==> src/rtl/ccd_seq_pkg.sv <==
package ccd_seq_pkg;

  localparam int unsigned ADDR_W  = 3;
  localparam int unsigned REG_CNT = 7;

  // Register indices
  localparam int unsigned ADR_PERIOD = 0;
  localparam int unsigned ADR_INTEG  = 1;
  localparam int unsigned ADR_MODE   = 2;
  localparam int unsigned ADR_ROW0   = 3;
  localparam int unsigned ADR_COL0   = 4;
  localparam int unsigned ADR_NROWS  = 5;
  localparam int unsigned ADR_NCOLS  = 6;

  localparam int unsigned MODE_RUN_BIT = 0;
  localparam int unsigned MODE_WIN_BIT = 1;

  typedef enum logic [1:0] {
    ST_IDLE,
    ST_XFER,
    ST_VSH,
    ST_PIX
  } rd_state_e;

  typedef enum logic [1:0] {
    PH_RESET,
    PH_SETTLE,
    PH_SAMPLE,
    PH_SHIFT
  } pix_phase_e;

endpackage

==> src/rtl/ccd_cfg_bank.sv <==
module ccd_cfg_bank
  import ccd_seq_pkg::*;
#(
  parameter int unsigned ROWS   = 16,
  parameter int unsigned COLS   = 16,
  parameter int unsigned DATA_W = 16,
  localparam int unsigned RW = $clog2(ROWS + 1),
  localparam int unsigned CW = $clog2(COLS + 1)
) (
  input  logic              clk,
  input  logic              rst_n,
  input  logic              we_i,
  input  logic [ADDR_W-1:0] addr_i,
  input  logic [DATA_W-1:0] wdata_i,
  input  logic              load_i,
  output logic [DATA_W-1:0] period_o,
  output logic [DATA_W-1:0] integ_o,
  output logic              run_o,
  output logic [RW-1:0]     row_lo_o,
  output logic [RW-1:0]     row_hi_o,
  output logic [CW-1:0]     col_lo_o,
  output logic [CW-1:0]     col_hi_o,
  output logic              clipped_o
);

  localparam logic [DATA_W:0] ROWS_X = (DATA_W + 1)'(ROWS);
  localparam logic [DATA_W:0] COLS_X = (DATA_W + 1)'(COLS);

  logic [DATA_W-1:0] shadow [REG_CNT];

  // One shadow register per address, each with its own write enable
  for (genvar k = 0; k < REG_CNT; k++) begin : g_shadow
    logic              wr_en;
    logic [DATA_W-1:0] q;
    assign wr_en = we_i && (addr_i == ADDR_W'(k));
    always_ff @(posedge clk or negedge rst_n) begin
      if (!rst_n)     q <= '0;
      else if (wr_en) q <= wdata_i;
    end
    assign shadow[k] = q;
  end

  function automatic logic [DATA_W:0] cap_at(input logic [DATA_W:0] v,
                                             input logic [DATA_W:0] lim);
    return (v > lim) ? lim : v;
  endfunction

  logic [DATA_W:0] r_start_x, r_end_x, c_start_x, c_end_x;
  logic            win_mode, trim;
  logic [RW-1:0]   row_lo_d, row_hi_d, row_lo_q, row_hi_q;
  logic [CW-1:0]   col_lo_d, col_hi_d, col_lo_q, col_hi_q;
  logic            clip_q;

  // Next working set computed from the shadow set
  always_comb begin
    r_start_x = {1'b0, shadow[ADR_ROW0]};
    r_end_x   = r_start_x + {1'b0, shadow[ADR_NROWS]};
    c_start_x = {1'b0, shadow[ADR_COL0]};
    c_end_x   = c_start_x + {1'b0, shadow[ADR_NCOLS]};
    win_mode  = shadow[ADR_MODE][MODE_WIN_BIT];
    trim      = (r_end_x > ROWS_X) || (c_end_x > COLS_X);
    if (win_mode) begin
      row_lo_d = RW'(cap_at(r_start_x, ROWS_X));
      row_hi_d = RW'(cap_at(r_end_x,   ROWS_X));
      col_lo_d = CW'(cap_at(c_start_x, COLS_X));
      col_hi_d = CW'(cap_at(c_end_x,   COLS_X));
    end else begin
      row_lo_d = '0;
      row_hi_d = RW'(ROWS);
      col_lo_d = '0;
      col_hi_d = CW'(COLS);
    end
  end

  // Working set register, enabled only at a transfer start
  always_ff @(posedge clk or negedge rst_n) begin
    if (!rst_n) begin
      row_lo_q <= '0;
      row_hi_q <= '0;
      col_lo_q <= '0;
      col_hi_q <= '0;
      clip_q   <= 1'b0;
    end else if (load_i) begin
      row_lo_q <= row_lo_d;
      row_hi_q <= row_hi_d;
      col_lo_q <= col_lo_d;
      col_hi_q <= col_hi_d;
      clip_q   <= win_mode && trim;
    end
  end

  assign period_o  = shadow[ADR_PERIOD];
  assign integ_o   = shadow[ADR_INTEG];
  assign run_o     = shadow[ADR_MODE][MODE_RUN_BIT];
  assign row_lo_o  = row_lo_q;
  assign row_hi_o  = row_hi_q;
  assign col_lo_o  = col_lo_q;
  assign col_hi_o  = col_hi_q;
  assign clipped_o = clip_q;

endmodule

==> src/rtl/ccd_frame_timer.sv <==
module ccd_frame_timer #(
  parameter int unsigned CNT_W = 16
) (
  input  logic             clk,
  input  logic             rst_n,
  input  logic [CNT_W-1:0] period_i,
  input  logic [CNT_W-1:0] integ_i,
  input  logic             start_i,
  input  logic             xfer_i,
  output logic             due_o
);

  localparam logic [CNT_W-1:0] CNT_MAX = '1;

  logic [CNT_W-1:0] per_q, per_d;
  logic [CNT_W-1:0] int_q, int_d;

  always_comb begin
    // Period: counts from the cycle a transfer is launched
    if (start_i)              per_d = CNT_W'(1);
    else if (per_q != CNT_MAX) per_d = per_q + CNT_W'(1);
    else                      per_d = per_q;
    // Integration: counts from the end of the transfer
    if (xfer_i)               int_d = '0;
    else if (int_q != CNT_MAX) int_d = int_q + CNT_W'(1);
    else                      int_d = int_q;
  end

  always_ff @(posedge clk or negedge rst_n) begin
    if (!rst_n) begin
      per_q <= '0;
      int_q <= '0;
    end else begin
      per_q <= per_d;
      int_q <= int_d;
    end
  end

  assign due_o = (per_q >= period_i) && (int_q >= integ_i);

endmodule

==> src/rtl/ccd_readout_fsm.sv <==
module ccd_readout_fsm
  import ccd_seq_pkg::*;
#(
  parameter int unsigned ROWS = 16,
  parameter int unsigned COLS = 16,
  localparam int unsigned RW = $clog2(ROWS + 1),
  localparam int unsigned CW = $clog2(COLS + 1)
) (
  input  logic          clk,
  input  logic          rst_n,
  input  logic          start_i,
  input  logic [RW-1:0] row_lo_i,
  input  logic [RW-1:0] row_hi_i,
  input  logic [CW-1:0] col_lo_i,
  input  logic [CW-1:0] col_hi_i,
  output logic          idle_o,
  output logic          xfer_o,
  output logic          vclk_o,
  output logic          hclk_o,
  output logic          sample_o,
  output logic [RW-1:0] row_o,
  output logic [CW-1:0] col_o
);

  rd_state_e  state_q, state_d;
  pix_phase_e ph_q, ph_d;
  logic [RW-1:0] row_q, row_d;
  logic [CW-1:0] col_q, col_d;
  logic in_rows, in_cols, last_row, last_col, pix_done;

  assign in_rows  = (row_q >= row_lo_i) && (row_q < row_hi_i);
  assign in_cols  = (col_q >= col_lo_i) && (col_q < col_hi_i);
  assign last_row = (row_q == RW'(ROWS - 1));
  assign last_col = (col_q == CW'(COLS - 1));

  always_comb begin
    state_d  = state_q;
    ph_d     = ph_q;
    row_d    = row_q;
    col_d    = col_q;
    xfer_o   = 1'b0;
    vclk_o   = 1'b0;
    hclk_o   = 1'b0;
    sample_o = 1'b0;
    pix_done = 1'b0;
    case (state_q)
      ST_IDLE: begin
        if (start_i) begin
          state_d = ST_XFER;
          row_d   = '0;
        end
      end
      ST_XFER: begin
        xfer_o = 1'b1;
        if (last_row) begin
          state_d = ST_VSH;
          row_d   = '0;
        end else begin
          row_d = row_q + RW'(1);
        end
      end
      ST_VSH: begin
        vclk_o = 1'b1;
        if (in_rows) begin
          state_d = ST_PIX;
          col_d   = '0;
          ph_d    = PH_RESET;
        end else if (last_row) begin
          state_d = ST_IDLE;
        end else begin
          row_d = row_q + RW'(1);
        end
      end
      ST_PIX: begin
        if (!in_cols) begin
          // Unwanted pixel: a single fast dump shift
          hclk_o   = 1'b1;
          pix_done = 1'b1;
        end else begin
          case (ph_q)
            PH_RESET:  ph_d = PH_SETTLE;
            PH_SETTLE: ph_d = PH_SAMPLE;
            PH_SAMPLE: begin
              sample_o = 1'b1;
              ph_d     = PH_SHIFT;
            end
            default: begin
              hclk_o   = 1'b1;
              pix_done = 1'b1;
            end
          endcase
        end
        if (pix_done) begin
          ph_d = PH_RESET;
          if (last_col) begin
            if (last_row) begin
              state_d = ST_IDLE;
            end else begin
              state_d = ST_VSH;
              row_d   = row_q + RW'(1);
            end
          end else begin
            col_d = col_q + CW'(1);
          end
        end
      end
      default: state_d = ST_IDLE;
    endcase
  end

  always_ff @(posedge clk or negedge rst_n) begin
    if (!rst_n) begin
      state_q <= ST_IDLE;
      ph_q    <= PH_RESET;
      row_q   <= '0;
      col_q   <= '0;
    end else begin
      state_q <= state_d;
      ph_q    <= ph_d;
      row_q   <= row_d;
      col_q   <= col_d;
    end
  end

  assign idle_o = (state_q == ST_IDLE);
  assign row_o  = row_q;
  assign col_o  = col_q;

endmodule

==> src/rtl/ccd_roi_seq.sv <==
module ccd_roi_seq
  import ccd_seq_pkg::*;
#(
  parameter int unsigned ROWS   = 16,
  parameter int unsigned COLS   = 16,
  parameter int unsigned DATA_W = 16,
  localparam int unsigned RW = $clog2(ROWS + 1),
  localparam int unsigned CW = $clog2(COLS + 1)
) (
  input  logic              clk,
  input  logic              rst_n,
  input  logic              cfg_we_i,
  input  logic [ADDR_W-1:0] cfg_addr_i,
  input  logic [DATA_W-1:0] cfg_wdata_i,
  output logic              xfer_o,
  output logic              vclk_o,
  output logic              hclk_o,
  output logic              sample_o,
  output logic [RW-1:0]     row_o,
  output logic [CW-1:0]     col_o,
  output logic              clipped_o
);

  // Reset: asserted asynchronously, released on a clock edge
  logic [1:0] rst_sync_q;
  logic       rst_ni;

  always_ff @(posedge clk or negedge rst_n) begin
    if (!rst_n) rst_sync_q <= '0;
    else        rst_sync_q <= {rst_sync_q[0], 1'b1};
  end
  assign rst_ni = rst_sync_q[1];

  logic [DATA_W-1:0] period, integ;
  logic              run, due, idle, start;
  logic [RW-1:0]     row_lo, row_hi;
  logic [CW-1:0]     col_lo, col_hi;

  assign start = run && due && idle;

  ccd_cfg_bank #(
    .ROWS   (ROWS),
    .COLS   (COLS),
    .DATA_W (DATA_W)
  ) i_cfg (
    .clk       (clk),
    .rst_n     (rst_ni),
    .we_i      (cfg_we_i),
    .addr_i    (cfg_addr_i),
    .wdata_i   (cfg_wdata_i),
    .load_i    (start),
    .period_o  (period),
    .integ_o   (integ),
    .run_o     (run),
    .row_lo_o  (row_lo),
    .row_hi_o  (row_hi),
    .col_lo_o  (col_lo),
    .col_hi_o  (col_hi),
    .clipped_o (clipped_o)
  );

  ccd_frame_timer #(
    .CNT_W (DATA_W)
  ) i_timer (
    .clk      (clk),
    .rst_n    (rst_ni),
    .period_i (period),
    .integ_i  (integ),
    .start_i  (start),
    .xfer_i   (xfer_o),
    .due_o    (due)
  );

  ccd_readout_fsm #(
    .ROWS (ROWS),
    .COLS (COLS)
  ) i_fsm (
    .clk      (clk),
    .rst_n    (rst_ni),
    .start_i  (start),
    .row_lo_i (row_lo),
    .row_hi_i (row_hi),
    .col_lo_i (col_lo),
    .col_hi_i (col_hi),
    .idle_o   (idle),
    .xfer_o   (xfer_o),
    .vclk_o   (vclk_o),
    .hclk_o   (hclk_o),
    .sample_o (sample_o),
    .row_o    (row_o),
    .col_o    (col_o)
  );

endmodule

==> config.mk <==
export PLATFORM = sky130hd
export DESIGN_NAME = ccd_roi_seq
export DESIGN_NICKNAME = d
export VERILOG_FILES = /design/src/rtl/ccd_seq_pkg.sv /design/src/rtl/ccd_cfg_bank.sv /design/src/rtl/ccd_frame_timer.sv /design/src/rtl/ccd_readout_fsm.sv /design/src/rtl/ccd_roi_seq.sv
export SDC_FILE = /design/constraint.sdc
export NUM_CORES = 1
export LEC_CHECK = 0
export ABC_AREA = 1
export ABC_CLOCK_PERIOD_IN_PS = 6100
export BUFFER_PORTS_ARGS = -buffer_cell sky130_fd_sc_hd__buf_2
export CAP_MARGIN = 20
export CORE_ASPECT_RATIO = 0.9
export CORE_MARGIN = 2
export CORE_UTILIZATION = 25
export DETAILED_ROUTE_END_ITERATION = 10
export HOLD_SLACK_MARGIN = 0.15
export PLACE_DENSITY = 0.42
export SYNTH_ARGS = -nofsm -noshare
export SYNTH_HDL_FRONTEND = slang
export SYNTH_SLANG_ARGS = --single-unit
==> constraint.sdc <==
create_clock -name clk -period 6.1 [get_ports clk]
set_input_delay 1.22 -clock clk [delete_from_list [all_inputs] [get_ports clk]]
set_output_delay 1.22 -clock clk [all_outputs]
set_load 0.01 [all_outputs]
### Word-level counts from Yosys, hierarchy flattened

Cells that the tools add are included.

| storage, ports and cells | value |
|---|---|
| input bits | 22 |
| flip-flop bits (word level) | 167 |
| output and inout bits | 15 |
| word-level logic and storage cells | 130 |

| operators by class | value |
|---|---|
| magnitude comparators | 10 |
| add/subtract/negate cells | 6 |
| eq/ne operators | 25 |
| reduce and logical (&&, ||, !) cells | 25 |
| multiplexer cells | 45 |

Operators with widths:

| kind | count |
|---|---|
| 5-bit two-way mux | 17 |
| 16-bit two-way mux | 4 |
| 16-bit by 16-bit adder with 17-bit output | 2 |
| 17-bit by 5-bit > comparator with 1-bit output, second input constant | 2 |
| 16-bit by 1-bit adder with 16-bit output, second input constant | 2 |
| 16-bit >= comparator | 2 |
| 16-bit by 5-bit > comparator with 1-bit output, second input constant | 2 |
| 16-bit != test, second input constant | 2 |
| 2-bit two-way mux | 10 |
| 5-bit one-hot mux with 4 select lines | 1 |
| 1-bit logical AND | 13 |
| 4-bit AND reduction | 3 |
| 5-bit by 1-bit adder with 5-bit output, second input constant | 2 |
| 5-bit by 4-bit == test with 1-bit output, second input constant | 2 |
| 5-bit >= comparator | 2 |
| 5-bit less-than comparator | 2 |
| 2-bit by 1-bit != test with 1-bit output, second input constant | 5 |
| 5-bit one-hot mux with 2 select lines | 1 |
| 3-bit == test, second input constant | 3 |
| 1-bit two-way mux | 9 |
| 2-bit one-hot mux with 4 select lines | 1 |
| 2-bit == test, second input constant | 3 |
| 3-bit by 2-bit == test with 1-bit output, second input constant | 2 |
| 3-bit by 1-bit != test with 1-bit output, second input constant | 2 |
| 12 further kinds | 17 |

### Depth between registers and ports, before layout

Gate-level depths: netlist of the first run.

| depth | value |
|---|---|
| depth in word-level cells | 7 |
| gate-level depth with buffers | 19 |

### Cells and area by module

Synthesis of the first run repeated with hierarchy kept, for this count alone.

| second synthesis, totals | value |
|---|---|
| cell total of the unflattened synthesis | 1480 |
| area, all modules | 10900.5 um2 |

By module, submodules not included:

| module | sequential area each (um2) | area each (um2) | instances | cells an instance |
|---|---|---|---|---|
| ccd_cfg_bank | 2977.9 | 6671.4 | 1 | 894 |
| ccd_frame_timer | 800.8 | 2670.1 | 1 | 374 |
| ccd_readout_fsm | 350.3 | 1491.4 | 1 | 206 |
| ccd_roi_seq | 50.0 | 67.6 | 1 | 6 |

### Worst setup path before layout of the first run

Ideal clock, no wire load.

| timing path | value |
|---|---|
| kind | reg2out |
| start point | register i_fsm.col_q[4] (netlist: i_fsm.col_o[4]) |
| end point | output sample_o |
| path slack | 3552 ps |
| cell stages (with the launch flop) | 7 |
| buffers on the path | 0 |
| arrival time | 1328 ps |
| cells stage by stage | dfrtp_1 > ha_1 > a21oi_1 > o21ai_0 > nor2_1 > nand2_1 > nor2_1 |

| on the way | value |
|---|---|
| word-level cells in the longest chain between the ends | 4 |

Ends and longest elaborated chain:

| element | RTL line | RTL |
|---|---|---|
| start: declaration | ccd_readout_fsm.sv:28 | `logic [CW-1:0] col_q, col_d;` |
| start signal: assignment | ccd_readout_fsm.sv:121 | `col_q <= col_d;` |
| 5-bit >= comparator / 5-bit less-than comparator (equally long branches) | ccd_readout_fsm.sv:32 | `assign in_cols = (col_q >= col_lo_i) && (col_q < col_hi_i);` |
| 1-bit logical AND (*) | ccd_readout_fsm.sv:32 |  |
| 1-bit two-way mux (*) | ccd_readout_fsm.sv:75 | `if (!in_cols) begin` |
| 1-bit two-way mux (*) | ccd_readout_fsm.sv:46 | `case (state_q)` |
| end: declaration | ccd_roi_seq.sv:18 | `output logic sample_o,` |

Every way passes the cells marked *; elsewhere a longest branch is shown, timed or not.

### Worst setup path in the final report of the first run

| timing path | value |
|---|---|
| start point | register i_fsm.col_q[4] (netlist: i_fsm.col_o[4]) |
| end point | output hclk_o |

| on the way | value |
|---|---|
| word-level cells in the longest chain between the ends | 4 |

Ends and longest elaborated chain:

| element | RTL line | RTL |
|---|---|---|
| 5-bit >= comparator / 5-bit less-than comparator (equally long branches) | ccd_readout_fsm.sv:32 |  |
| 1-bit logical AND (*) | ccd_readout_fsm.sv:32 |  |
| 1-bit two-way mux (*) | ccd_readout_fsm.sv:75 |  |
| 1-bit two-way mux (*) | ccd_readout_fsm.sv:46 |  |
| end: declaration | ccd_roi_seq.sv:17 | `output logic hclk_o,` |

Marked as above.

==> flow_metrics.py, run 1 <==
metrics = {
    "global_route": {
        "wire_length_of_the_first_global_routing_pass_mm": 49.09,
        "global_route.overflow_total": 0,
        "maximum_number_of_pins_on_one_net_before_global_route_repair": 73,
        "grt_antenna_before_repair": 1,
        "global_route.usage.total": 0.1417,
        "grt_pass1_vias": 8780,
    },
    "power": {
        "ir_drop_worst_case_vdd_v": 0.0001953,
        "totalPowerFinal_mw": 4.368,
        "power.density_mw_per_mm2": 360.6,
        "power_leakage_nw": 6.291,
    },
    "sta": {
        "fin_tns_setup_ns": 0,
        "endpoints_failing_setup": 0,
        "finalHoldViolations": 0,
        "timing.final.crit_share": 0.5350,
        "final-max-slew-violation-count": 0,
        "fin_worst_skew_ns": 0.01035,
        "finalCriticalPeriod_ns": 3.264,
        "finalHoldWorstSlack_ns": 0.2923,
        "grt_setup_unrepaired": "no",
        "fmax_mhz": 306.4,
        "maxSlewHeadroom": 0.3192,
        "max_slew.worst_pin.slew_ns": 1.019,
    },
    "synthesis": {
        "synth.area.mux_share": 0,
        "synthSimpleGateAreaFrac": 0.2800,
        "yosys.area_share.adder": 0.1132,
        "number_of_flip_flops_and_latches_in_the_synthesized_netlist": 167,
        "netlist-cell-type-count": 45,
        "ys_async_sr_fraction": 1.000,
        "synthesis.instances": 1440,
        "synth.yosys.warnings": 0,
        "postSynthNetCount": 1557,
        "netlist.top_cell.by_area": "sky130_fd_sc_hd__dfrtp_1",
        "main_combinational_cell_family_by_area_after_synthesis": "simple AND/OR/NAND/NOR gates",
        "compound_cell_area_share_of_the_yosys_netlist": 0.1075,
        "synth.cell_area_mm2": 0.01064,
        "synth-main-ff-cell": "sky130_fd_sc_hd__dfrtp_1",
        "yosysTopAreaCellShare": 0.3929,
        "synth.yosys.seq_area_share": 0.3929,
        "yosys.area_share.xor_xnor": 0.01565,
        "synth_edf_count": 0,
        "post_synth.cell_area_avg_um2": 7.386,
        "netlist_top_cells_area": "sky130_fd_sc_hd__dfrtp_1 39%, sky130_fd_sc_hd__nand2_1 15%, sky130_fd_sc_hd__ha_1 11%",
    },
    "layout": {
        "syn2layout_area_growth_pct": 13.89,
        "finish.instance_area_mm2": 0.01211,
        "antenna-diode-count": 0,
        "instances_no_fill": 2035,
        "layout_cell_share_with_drive_strength_beyond_1": 0.07728,
        "num-nets-final": 1592,
    },
    "placed_design": {
        "detailed_place_hpwl_mm": 22.72,
        "placement.io_buffers": 36,
        "finalWeightedCongestion": 0.8258,
        "placed_cells": 2000,
        "placedInstanceArea_mm2": 0.01141,
    },
    "drt": {
        "route.vias.total": 8962,
        "drcViolationCount": 0,
        "drt_iter0_markers": 562,
        "avgViaCountPerCell": 4.404,
        "drt-total-wl_mm": 29.77,
        "routed_wire_length_per_instance_um": 14.63,
        "route.antenna.remaining_nets": 0,
        "drt_pre_antenna_iters": 7,
    },
    "die": {
        "initial_utilization": 0.2542,
        "core_area_mm2": 0.04184,
        "die_y_um": 199.7,
        "x_dimension_of_the_die_um": 221.4,
        "floorplan.io_pins": 37,
        "fp.dieArea_mm2": 0.04421,
        "placementRows": 71,
    },
    "run_status": {
        "status": "completed",
    },
    "setup_path": {
        "cp.arrival_ns": 2.04,
        "required_ns": 4.88,
        "critical_path_fanout_max": 5,
        "regToRegStartpoint": "i_timer.per_q[7]$_DFFE_PN0P_",
        "worst_reg2reg_path_length_in_cells": 15,
        "cp-end-kind": "output pin",
        "r2r_setup_slack_ns": 3.38,
        "setup.worst_path.start_class": "flop",
        "timing.setup.critical_path_class": "flop to output pin",
        "r2r-end": "i_cfg.row_lo_o[0]$_DFFE_PN0N_",
    },
    "clocking": {
        "tritoncts": "yes",
        "tritoncts.num_buffers": 17,
        "total_number_of_clock_tree_sinks": 167,
        "htree_num_levels": 4,
        "clk_pin_slew_ns": 0.07,
        "clock_path_buffers": 2,
        "post-cts-setup-buffers": 0,
        "clock_tree.root_cell": "sky130_fd_sc_hd__clkbuf_16",
        "ctsHoldBuffers": 0,
        "cts.repair.resized": 0,
        "clkLatencyLatePin_ns": 0.46,
    },
    "flow_run": {
        "drv.max_cap_violation_count": 0,
    },
    "worst_hold_path": {
        "worstHoldPathType": "flop to asynchronous set/reset pin",
    },
}
[metal layers]
metal | vias to the layer above | global-route usage | part of all wire
li1 | 4702 | - | -
met2 | 77 | 0.2264 | 0.44
met3 | 26 | 0.02573 | 0.023
met5 | - | 0 | 0.00044
met1 | 4155 | 0.1994 | 0.52
met4 | 2 | 0.03111 | 0.0098
[flip-flops by register name, indices dropped and copies added, names as in the netlist]
name              count
i_cfg.row_hi_o        5
i_fsm.row_o           5
i_cfg.integ_o        16
i_cfg.clipped_o       1
i_fsm.ph_q            2
i_fsm.state_q         2
i_cfg.g_shadow.q     66
i_cfg.col_lo_o        5
rst_sync_q            2
i_cfg.row_lo_o        5
i_timer.per_q        16
i_cfg.period_o       16
i_fsm.col_o           5
i_timer.int_q        16
i_cfg.col_hi_o        5
[synth_stat cells (2+ instances only)]
master                      count
sky130_fd_sc_hd__a211oi_1       3
sky130_fd_sc_hd__a21oi_1       55
sky130_fd_sc_hd__a21oi_2        3
sky130_fd_sc_hd__a31oi_1        3
sky130_fd_sc_hd__and2_1         2
sky130_fd_sc_hd__buf_2          2
sky130_fd_sc_hd__buf_4          2
sky130_fd_sc_hd__clkbuf_1      19
sky130_fd_sc_hd__clkbuf_2       2
sky130_fd_sc_hd__dfrtp_1      167
sky130_fd_sc_hd__fa_1           2
sky130_fd_sc_hd__ha_1          93
sky130_fd_sc_hd__inv_1        223
sky130_fd_sc_hd__inv_2          3
sky130_fd_sc_hd__nand2_1      428
sky130_fd_sc_hd__nand2_2       12
sky130_fd_sc_hd__nand3_1       77
sky130_fd_sc_hd__nand3_2        2
sky130_fd_sc_hd__nand3b_1       7
sky130_fd_sc_hd__nand4_1       25
sky130_fd_sc_hd__nor2_1        85
sky130_fd_sc_hd__nor2_2         7
sky130_fd_sc_hd__nor2_4         4
sky130_fd_sc_hd__nor3_1        22
sky130_fd_sc_hd__nor4_1         9
sky130_fd_sc_hd__o2111ai_1      3
sky130_fd_sc_hd__o21ai_0      135
sky130_fd_sc_hd__o21bai_1       4
sky130_fd_sc_hd__o22ai_1        2
sky130_fd_sc_hd__o31ai_1        2
sky130_fd_sc_hd__o41ai_1        2
sky130_fd_sc_hd__or2_2          5
sky130_fd_sc_hd__xnor2_1        4
sky130_fd_sc_hd__xor2_1        15
[how the worst max path moves through the flow]
stage | startpoint | endpoint | slack [ns] | cells past startpoint
2_1_floorplan | rst_sync_q[1]$_DFF_PN0_ | i_cfg.clipped_o$_DFFE_PN0N_ | 1.10 | 0
3_3_place_gp | cfg_we_i | i_cfg.g_shadow[3].q[13]$_DFFE_PN0P_ | 3.21 | 5
3_5_place_dp | cfg_addr_i[2] | i_cfg.g_shadow[3].q[7]$_DFFE_PN0P_ | 3.14 | 4
4_1_cts | i_fsm.col_o[4]$_DFFE_PN0P_ | hclk_o | 2.76 | 8
5_1_grt | i_fsm.col_o[4]$_DFFE_PN0P_ | sample_o | 2.60 | 7
6_report | i_fsm.col_o[4]$_DFFE_PN0P_ | hclk_o | 2.84 | 8
[logic make-up after synthesis]
family | count (synthesis)
xor gates and xnor gates | 19
buffers and inverters | 252
AOI/OAI and AO/OA | 215
and+or+nand+nor | 691
other | 1
adders and majority gates | 95
DFF | 167
[where the power goes]
group / total (mW) / switching [mW] / internal (mW) / leakage (nW)
Sequential: 1.56 / 0.234 / 1.33 / 2.11
Combinational: 1.62 / 1.03 / 0.596 / 3.88
Clock: 1.19 / 0.519 / 0.666 / 0.294
[worst max-delay path: stages (launching register included)]
cell and delay (ns):
sky130_fd_sc_hd__dfrtp_1 0.45, sky130_fd_sc_hd__ha_1 0.35, sky130_fd_sc_hd__a21oi_1 0.12, sky130_fd_sc_hd__o21ai_0 0.09
sky130_fd_sc_hd__nor2_1 0.21, sky130_fd_sc_hd__nand3b_1 0.13, sky130_fd_sc_hd__nand2_1 0.08, sky130_fd_sc_hd__inv_1 0.03
sky130_fd_sc_hd__buf_2 0.13
[per-stage QoR]
stage	worst slack [ns]	util
floorplan	1.102	-
global placement	3.211	0.2727
detailed placement	3.144	0.2727
CTS	2.759	0.2877
global route	2.602	0.2895
finish	2.836	0.2895
[area by class of cell]
| class | count | area, µm² |
|---|---|---|
| timing repair buffer | 41 | 270.3 |
| clock inverter | 14 | 186.4 |
| inverter | 227 | 854.6 |
| tap | 547 | 684.4 |
| clock buffer | 18 | 439.2 |
| multi-input combinational | 1021 | 5495 |
| sequential | 167 | 4183 |
| fill | 4513 | 29730 |
[cells in the final DEF, fill, tap and decap left out, types with 4 or more instances in the layout]
| cell type | instances |
|---|---|
| sky130_fd_sc_hd__o21bai_1 | 4 |
| sky130_fd_sc_hd__nand2_1 | 428 |
| sky130_fd_sc_hd__inv_6 | 4 |
| sky130_fd_sc_hd__inv_1 | 223 |
| sky130_fd_sc_hd__ha_1 | 93 |
| sky130_fd_sc_hd__nor3_1 | 22 |
| sky130_fd_sc_hd__xnor2_1 | 4 |
| sky130_fd_sc_hd__a21oi_1 | 55 |
| sky130_fd_sc_hd__buf_2 | 36 |
| sky130_fd_sc_hd__dfrtp_1 | 166 |
| sky130_fd_sc_hd__nor2_1 | 85 |
| sky130_fd_sc_hd__nand2_2 | 12 |
| sky130_fd_sc_hd__clkinvlp_4 | 4 |
| sky130_fd_sc_hd__nor2_2 | 7 |
| sky130_fd_sc_hd__nor4_1 | 9 |
| sky130_fd_sc_hd__clkbuf_16 | 17 |
| sky130_fd_sc_hd__nand3b_1 | 7 |
| sky130_fd_sc_hd__o21ai_0 | 135 |
| sky130_fd_sc_hd__nand4_1 | 25 |
| sky130_fd_sc_hd__xor2_1 | 15 |
| sky130_fd_sc_hd__nand3_1 | 77 |
| sky130_fd_sc_hd__or2_2 | 5 |
| sky130_fd_sc_hd__nor2_4 | 4 |
(Power assumes the default switching activity.)
==> run 2: changes to the inputs <==
Settings changed: ABC_AREA 1 to 0, ABC_CLOCK_PERIOD_IN_PS 6100 to 2800, PLACE_DENSITY 0.42 to 0.43.
Clock period 6.1 ns to 2.8 ns, I/O delays scaled along.
==> run 2 against run 1 <==
  * Non-clock buffer count up 148
  * Utilization up 3.9 points
  * Sequential cell count unchanged
  * The run now ends with setup timing left
  * Cell area up 4.8%
  * Worst hold slack worse by 0.061 ns
  * Sequential power up 87%
  * Final cell count down 15%
  * Largest power group unchanged
==> flow_metrics.py, run 2 <==
metrics = {
    "run_status": {
        "status": "complete, but fails checks",
        "failing_checks": "setup timing",
    },
    "synthesis": {
        "yosysMostFrequentCell": "sky130_fd_sc_hd__dfrtp_1",
        "ys_async_sr_fraction": 1.000,
        "synthesis.instances": 1006,
        "synth_edf_count": 0,
        "postSynthNetCount": 1123,
        "number_of_flip_flops_and_latches_in_the_synthesized_netlist": 167,
        "synth.cell_area_mm2": 0.009847,
        "netlist.top_cell.by_area": "sky130_fd_sc_hd__dfrtp_1",
        "post_synth.cell_area_avg_um2": 9.788,
        "netlist_top_cells_area": "sky130_fd_sc_hd__dfrtp_1 42%, sky130_fd_sc_hd__ha_1 12%, sky130_fd_sc_hd__mux2_2 7.5%",
        "synth.yosys.warnings": 0,
        "synth.yosys.seq_area_share": 0.4244,
        "yosysTopAreaCellShare": 0.4244,
        "synth-main-ff-cell": "sky130_fd_sc_hd__dfrtp_1",
        "netlist-cell-type-count": 70,
        "synth_commonest_cells": "167 x sky130_fd_sc_hd__dfrtp_1, 97 x sky130_fd_sc_hd__nand2_1, 93 x sky130_fd_sc_hd__ha_1",
    },
    "power": {
        "net-switching-power_mw": 3.025,
        "power.density_mw_per_mm2": 681.9,
        "switching_share": 0.3495,
        "clkPwrFrac": 0.277,
        "power_leakage_nw": 5.711,
        "totalPowerFinal_mw": 8.655,
        "seq_power_share": 0.336,
        "internal_power_mw": 5.631,
        "pwr-share-comb": 0.387,
        "ir_drop_worst_case_vdd_v": 0.0004461,
    },
    "drt": {
        "route.vias.total": 7868,
        "drt_pre_antenna_iters": 5,
        "drcViolationCount": 0,
        "avgViaCountPerCell": 4.556,
        "routed_wire_length_per_instance_um": 15.52,
        "drt_iter0_markers": 439,
        "route.antenna.remaining_nets": 0,
        "drt-total-wl_mm": 26.81,
    },
    "sta": {
        "fin_worst_skew_ns": 0.01381,
        "fin_tns_setup_ns": -1.023,
        "finalHoldViolations": 0,
        "fmax_mhz": 331.1,
        "timing.final.crit_share": 1.079,
        "final-max-slew-violation-count": 0,
        "maxSlewHeadroom": 0.5908,
        "finalCriticalPeriod_ns": 3.020,
        "finalHoldWorstSlack_ns": 0.2312,
        "endpoints_failing_setup": 6,
        "grt_setup_unrepaired": "yes",
        "max_slew.worst_pin.slew_ns": 0.6101,
        "timing.final.ws_setup_ns": -0.2199,
    },
    "setup_path": {
        "worst_reg2reg_path_length_in_cells": 12,
        "timing.critical_path.slowest_cell_delay_ns": 0.60,
        "critPathSlowestCell": "sky130_fd_sc_hd__or4_4",
        "timing.setup.critical_path_class": "flop to flop",
        "path_common_cell": "sky130_fd_sc_hd__or4_4",
        "critical_path_fanout_max": 5,
        "timing.critical_path.cells": "ha_4, inv_2, fa_2, nand2b_4, a21oi_4, or4_4, a31o_4, buf_4, o21ai_0, nand4b_1, or4_4, a2bb2oi_2",
        "path_delay_family": "simple AND/OR/NAND/NOR gates",
        "required_ns": 3.14,
        "critical_path_cell_count": 12,
        "cp_num_buf_inv": 2,
        "cp-end-kind": "flop",
        "setup.worst_path.start_class": "flop",
        "cp.arrival_ns": 3.36,
    },
    "global_route": {
        "global_route.usage.total": 0.1369,
        "grt_antenna_before_repair": 1,
        "global_route.overflow_total": 0,
        "maximum_number_of_pins_on_one_net_before_global_route_repair": 65,
        "wire_length_of_the_first_global_routing_pass_mm": 43.24,
        "grt_pass1_vias": 7809,
    },
    "layout": {
        "largest_register": "i_cfg.g_shadow.q",
        "num-nets-final": 1306,
        "instances_no_fill": 1727,
        "layout_cell_share_with_drive_strength_beyond_1": 0.2887,
        "layout_commonest_cell": "sky130_fd_sc_hd__dfrtp_1",
        "highest_count_cells_in_the_layout_ignoring_fill_and_taps": "165 x sky130_fd_sc_hd__dfrtp_1, 147 x sky130_fd_sc_hd__buf_4, 96 x sky130_fd_sc_hd__nand2_1, 86 x sky130_fd_sc_hd__inv_1, 85 x sky130_fd_sc_hd__ha_1",
        "syn2layout_area_growth_pct": 28.89,
        "largest_register_ffs": 66,
        "final_core_utilization": 0.3286,
        "antenna-diode-count": 0,
    },
    "clocking": {
        "clk_pin_slew_ns": 0.08,
        "clock_tree.root_cell": "sky130_fd_sc_hd__clkbuf_16",
        "clock_path_buffers": 2,
        "clkLatencyLatePin_ns": 0.45,
        "total_number_of_clock_tree_sinks": 167,
        "htree_num_levels": 4,
        "tritoncts.num_buffers": 17,
        "tritoncts": "yes",
    },
    "worst_hold_path": {
        "worstHoldPathType": "flop to asynchronous set/reset pin",
    },
    "placed_design": {
        "detailed_place_hpwl_mm": 20.27,
        "placement.io_buffers": 36,
        "finalWeightedCongestion": 0.8409,
        "placed_cells": 1676,
    },
    "die": {
        "die_y_um": 192.3,
        "fp.dieArea_mm2": 0.04099,
        "core_area_mm2": 0.03863,
        "floorplan.io_pins": 37,
        "initial_utilization": 0.2549,
        "x_dimension_of_the_die_um": 213.2,
        "placementRows": 68,
    },
    "flow_run": {
        "drv.max_cap_violation_count": 0,
    },
}
[run 2: cell count changes after synthesis, moves of 8 or more]
cell | before | now
sky130_fd_sc_hd__a21o_1 | 1 | 19
sky130_fd_sc_hd__and3_1 | 1 | 9
sky130_fd_sc_hd__inv_1 | 223 | 88
sky130_fd_sc_hd__mux2_2 | 0 | 66
sky130_fd_sc_hd__mux2i_1 | 0 | 9
sky130_fd_sc_hd__nand2_1 | 428 | 97
sky130_fd_sc_hd__nand2_2 | 12 | 0
sky130_fd_sc_hd__nand2b_1 | 0 | 16
sky130_fd_sc_hd__nand3_1 | 77 | 22
sky130_fd_sc_hd__nor2_1 | 85 | 72
sky130_fd_sc_hd__nor3_1 | 22 | 13
sky130_fd_sc_hd__o21ai_0 | 135 | 76
sky130_fd_sc_hd__xnor2_1 | 4 | 12
[run 2: metrics by stage]
stage	instance area (µm²)	setup slack, ns
finish	12690	-0.2199
global placement	11630	-0.2410
detailed placement	11630	-0.3506
CTS	12430	-0.1449
floorplan	9862	-0.06738
global route	12690	-0.2901
[run 2: worst register-to-register path, cell delays in order (launching register included)]
cell	delay, ns
sky130_fd_sc_hd__dfrtp_1	0.42
sky130_fd_sc_hd__ha_4	0.19
sky130_fd_sc_hd__inv_2	0.05
sky130_fd_sc_hd__fa_2	0.19
sky130_fd_sc_hd__nand2b_4	0.14
sky130_fd_sc_hd__a21oi_4	0.07
sky130_fd_sc_hd__or4_4	0.44
sky130_fd_sc_hd__a31o_4	0.24
sky130_fd_sc_hd__buf_4	0.13
sky130_fd_sc_hd__o21ai_0	0.15
sky130_fd_sc_hd__nand4b_1	0.18
sky130_fd_sc_hd__or4_4	0.60
sky130_fd_sc_hd__a2bb2oi_2	0.15
[run 2: path summary, 6_finish.rpt]
path,slack [ns],end,start
setup / recovery,-0.22,i_cfg.col_hi_o[4]$_DFFE_PN0N_,i_cfg.g_shadow[6].q[0]$_DFFE_PN0P_
hold / removal,0.23,i_timer.int_q[14]$_DFFE_PN0P_,rst_sync_q[1]$_DFF_PN0_
setup reg to reg,-0.22,i_cfg.col_hi_o[4]$_DFFE_PN0N_,i_cfg.g_shadow[6].q[0]$_DFFE_PN0P_
hold reg to reg,0.23,i_timer.int_q[14]$_DFFE_PN0P_,rst_sync_q[1]$_DFF_PN0_
max in group asynchronous,1.58,i_fsm.col_o[1]$_DFFE_PN0P_,rst_sync_q[1]$_DFF_PN0_
min in group clk,0.35,rst_sync_q[1]$_DFF_PN0_,rst_sync_q[0]$_DFF_PN0_
[run 2: area by class of cell]
class,count,area (µm²)
multi-input combinational,726,5558
fill,4072,25930
clock buffer,18,439.2
sequential,167,4184
clock inverter,14,156.4
inverter,88,330.3
timing repair buffer,189,1368
tap,525,656.9
[run 2: power by group through the flow]
stage	logic [mW]	registers [mW]	clock network [mW]
2_1_floorplan	1.79	2.93	0
5_1_grt	3.71	2.95	2.59
3_3_place_gp	3.00	2.92	0
4_1_cts	3.13	2.90	2.49
6_report	3.35	2.91	2.40
3_5_place_dp	2.98	2.93	0
[run 2: routing by layer]
| metal | up-vias | global-route usage | wire (µm) |
|---|---|---|---|
| met5 | - | 0 | 0 |
| met4 | 0 | 0.03739 | 386 |
| met3 | 16 | 0.03092 | 854 |
| met2 | 105 | 0.2095 | 11760 |
| met1 | 3798 | 0.1936 | 13810 |
| li1 | 3949 | - | - |
[run 2: kinds of logic after synthesis]
| family | count (synthesis) | share of synthesized area |
|---|---|---|
| DFF | 167 | 0.4244 |
| muxes | 75 | 0.08463 |
| buffers and inverters | 113 | 0.04498 |
| adders and majority gates | 95 | 0.1222 |
| AOI/OAI and AO/OA | 213 | 0.1363 |
| other | 1 | 0.0003808 |
| xor gates and xnor gates | 34 | 0.03024 |
| and+or+nand+nor | 308 | 0.1568 |
[run 2: repair_timing]
| action | CTS | global route |
|---|---|---|
| setup buffers | 9 | 9 |
| gates resized for setup | 27 | 38 |
| pin swaps | 21 | 27 |
| setup endpoints to repair | 17 | 19 |
| hold buffers | 1 | 0 |
| endpoints found under the hold margin | 2 | 0 |
==> run 3: changes to the inputs <==
Settings changed: MAX_ROUTING_LAYER from default to met4, SKIP_LAST_GASP from default to 1.
==> run 3 against run 2 <==
  * The flow still finishes with violations (setup timing)
  * Sequential power about the same
  * Utilization about the same
  * Clock power about the same
  * Register-to-register slack about the same
  * Cell area increased by 0.12%
  * Clock skew decreased by 0.00078 ns
  * Fmax decreased by 0.25%
  * Wire length about the same
  * Critical endpoint unchanged
  * Largest cell class unchanged
  * Largest power group unchanged
==> flow_metrics.py, run 3 (synthesized netlist as in run 2, its figures left out) <==
metrics = {
    "worst_hold_path": {
        "worstHoldPathType": "flop to asynchronous set/reset pin",
    },
    "global_route": {
        "global_route.overflow_total": 0,
        "grt_antenna_before_repair": 1,
        "grt_pass1_vias": 7791,
        "global_route.usage.total": 0.1407,
        "wire_length_of_the_first_global_routing_pass_mm": 43.19,
        "maximum_number_of_pins_on_one_net_before_global_route_repair": 65,
    },
    "layout": {
        "instances_no_fill": 1729,
        "layout.area.seq_mm2": 0.004184,
        "final_core_utilization": 0.3290,
        "antenna-diode-count": 0,
        "nFillCells": 4075,
        "multiInputGateArea_mm2": 0.005558,
        "syn2layout_area_growth_pct": 29.05,
        "num-nets-final": 1308,
        "highest_count_cells_in_the_layout_ignoring_fill_and_taps": "165 x sky130_fd_sc_hd__dfrtp_1, 149 x sky130_fd_sc_hd__buf_4, 96 x sky130_fd_sc_hd__nand2_1, 86 x sky130_fd_sc_hd__inv_1, 85 x sky130_fd_sc_hd__ha_1",
        "largest_register": "i_cfg.g_shadow.q",
        "largest_register_ffs": 66,
        "finish.instance_area_mm2": 0.01271,
        "layout_cell_share_with_drive_strength_beyond_1": 0.2899,
        "layout_commonest_cell": "sky130_fd_sc_hd__dfrtp_1",
    },
    "power": {
        "power.density_mw_per_mm2": 681.7,
        "ir_drop_worst_case_vdd_v": 0.0004436,
        "totalPowerFinal_mw": 8.663,
        "power_leakage_nw": 5.721,
    },
    "sta": {
        "timing.final.crit_share": 1.081,
        "maxSlewHeadroom": 0.5942,
        "grt_setup_unrepaired": "yes",
        "finalHoldViolations": 0,
        "finalCriticalPeriod_ns": 3.028,
        "endpoints_failing_setup": 6,
        "fin_worst_skew_ns": 0.01304,
        "fin_tns_setup_ns": -1.053,
        "final-max-slew-violation-count": 0,
        "max_slew.worst_pin.slew_ns": 0.6050,
        "timing.final.ws_setup_ns": -0.2276,
        "finalHoldWorstSlack_ns": 0.2292,
        "fmax_mhz": 330.3,
    },
    "placed_design": {
        "placement_setup_slack_ns": -0.3506,
        "placedInstanceArea_mm2": 0.01163,
        "placement.io_buffers": 36,
        "detailed_place_hpwl_mm": 20.27,
        "placed_cells": 1676,
        "finalWeightedCongestion": 0.8554,
    },
    "clocking": {
        "clock_tree.root_cell": "sky130_fd_sc_hd__clkbuf_16",
        "total_number_of_clock_tree_sinks": 167,
        "clock_path_buffers": 2,
        "tritoncts.num_buffers": 17,
        "clkLatencyLatePin_ns": 0.45,
        "clk_pin_slew_ns": 0.08,
        "htree_num_levels": 4,
        "tritoncts": "yes",
    },
    "die": {
        "placementRows": 68,
        "x_dimension_of_the_die_um": 213.2,
        "die_y_um": 192.3,
        "fp.dieArea_mm2": 0.04099,
        "core_area_mm2": 0.03863,
        "floorplan.io_pins": 37,
        "initial_utilization": 0.2549,
    },
    "drt": {
        "routed_wire_length_per_instance_um": 15.51,
        "drt-total-wl_mm": 26.81,
        "route.vias.total": 7875,
        "avgViaCountPerCell": 4.555,
        "route.antenna.remaining_nets": 0,
        "drcViolationCount": 0,
        "drt_iter0_markers": 509,
        "drt_pre_antenna_iters": 5,
    },
    "setup_path": {
        "cp-end-kind": "flop",
        "cp.arrival_ns": 3.37,
        "timing.setup.critical_path_class": "flop to flop",
        "required_ns": 3.14,
        "setup.worst_path.start_class": "flop",
        "critical_path_fanout_max": 5,
    },
    "run_status": {
        "failing_checks": "setup timing",
        "status": "complete, but fails checks",
    },
    "flow_run": {
        "drv.max_cap_violation_count": 0,
    },
}
run 3: changes by cell type in the layout (fill, tap and decap cells not counted):
cell,before,now
sky130_fd_sc_hd__buf_4,147,149
sky130_fd_sc_hd__o21ai_0,69,70
sky130_fd_sc_hd__o21ai_1,9,8
run 3: worst paths after layout:
kind                            depth (start not counted)                       endpoint                               start  slack, ns
worst min-delay path                                    0  i_cfg.integ_o[12]$_DFFE_PN0P_             rst_sync_q[1]$_DFF_PN0_       0.23
worst max register to register                         12  i_cfg.col_hi_o[4]$_DFFE_PN0N_  i_cfg.g_shadow[6].q[0]$_DFFE_PN0P_      -0.23
min in group clk                                        0        rst_sync_q[1]$_DFF_PN0_             rst_sync_q[0]$_DFF_PN0_       0.35
worst min register to register                          0  i_cfg.integ_o[12]$_DFFE_PN0P_             rst_sync_q[1]$_DFF_PN0_       0.23
max in group asynchronous                               2     i_fsm.col_o[1]$_DFFE_PN0P_             rst_sync_q[1]$_DFF_PN0_       1.57
worst max-delay path                                   12  i_cfg.col_hi_o[4]$_DFFE_PN0N_  i_cfg.g_shadow[6].q[0]$_DFFE_PN0P_      -0.23
run 3: cell type report:
type,instances,area share
multi-input cells,726,0.4374
flip-flops and latches,167,0.3293
repair buffers,191,0.1088
well taps,525,0.05169
clock buffers,18,0.03456
inverters,88,0.02599
clock inverters,14,0.01231
run 3: power by group:
part	switching, mW	leakage (nW)	internal (mW)
Combinational	1.66	3.46	1.70
Sequential	0.189	1.97	2.72
Clock	1.18	0.289	1.22
run 3: what timing repair did:
action / 4_1_cts / 5_1_grt
hold buffers: 1 / 0
gates cloned: 0 / 0
setup endpoints to repair: 17 / 19
resized for setup: 22 / 41
pin swaps: 21 / 30
endpoints found under the hold margin: 2 / 0
setup buffers: 9 / 11
run 3: worst max-delay path, stage by stage, from the launching register on:
cell and delay (ns):
sky130_fd_sc_hd__dfrtp_1 0.42, sky130_fd_sc_hd__ha_4 0.19, sky130_fd_sc_hd__inv_2 0.05, sky130_fd_sc_hd__fa_2 0.19
sky130_fd_sc_hd__nand2b_4 0.14, sky130_fd_sc_hd__a21oi_4 0.07, sky130_fd_sc_hd__or4_4 0.44, sky130_fd_sc_hd__a31o_4 0.24
sky130_fd_sc_hd__buf_4 0.13, sky130_fd_sc_hd__o21ai_0 0.15, sky130_fd_sc_hd__nand4b_1 0.18, sky130_fd_sc_hd__or4_4 0.60
sky130_fd_sc_hd__a2bb2oi_2 0.15
run 3: per-layer routing:
layer  global-route usage  vias up  wire (µm)
met3              0.02945       18        874
met5                    -        -          0
met4              0.03739        0        402
met1               0.1941     3789      13820
met2               0.2092      116      11710
li1                     -     3952          -
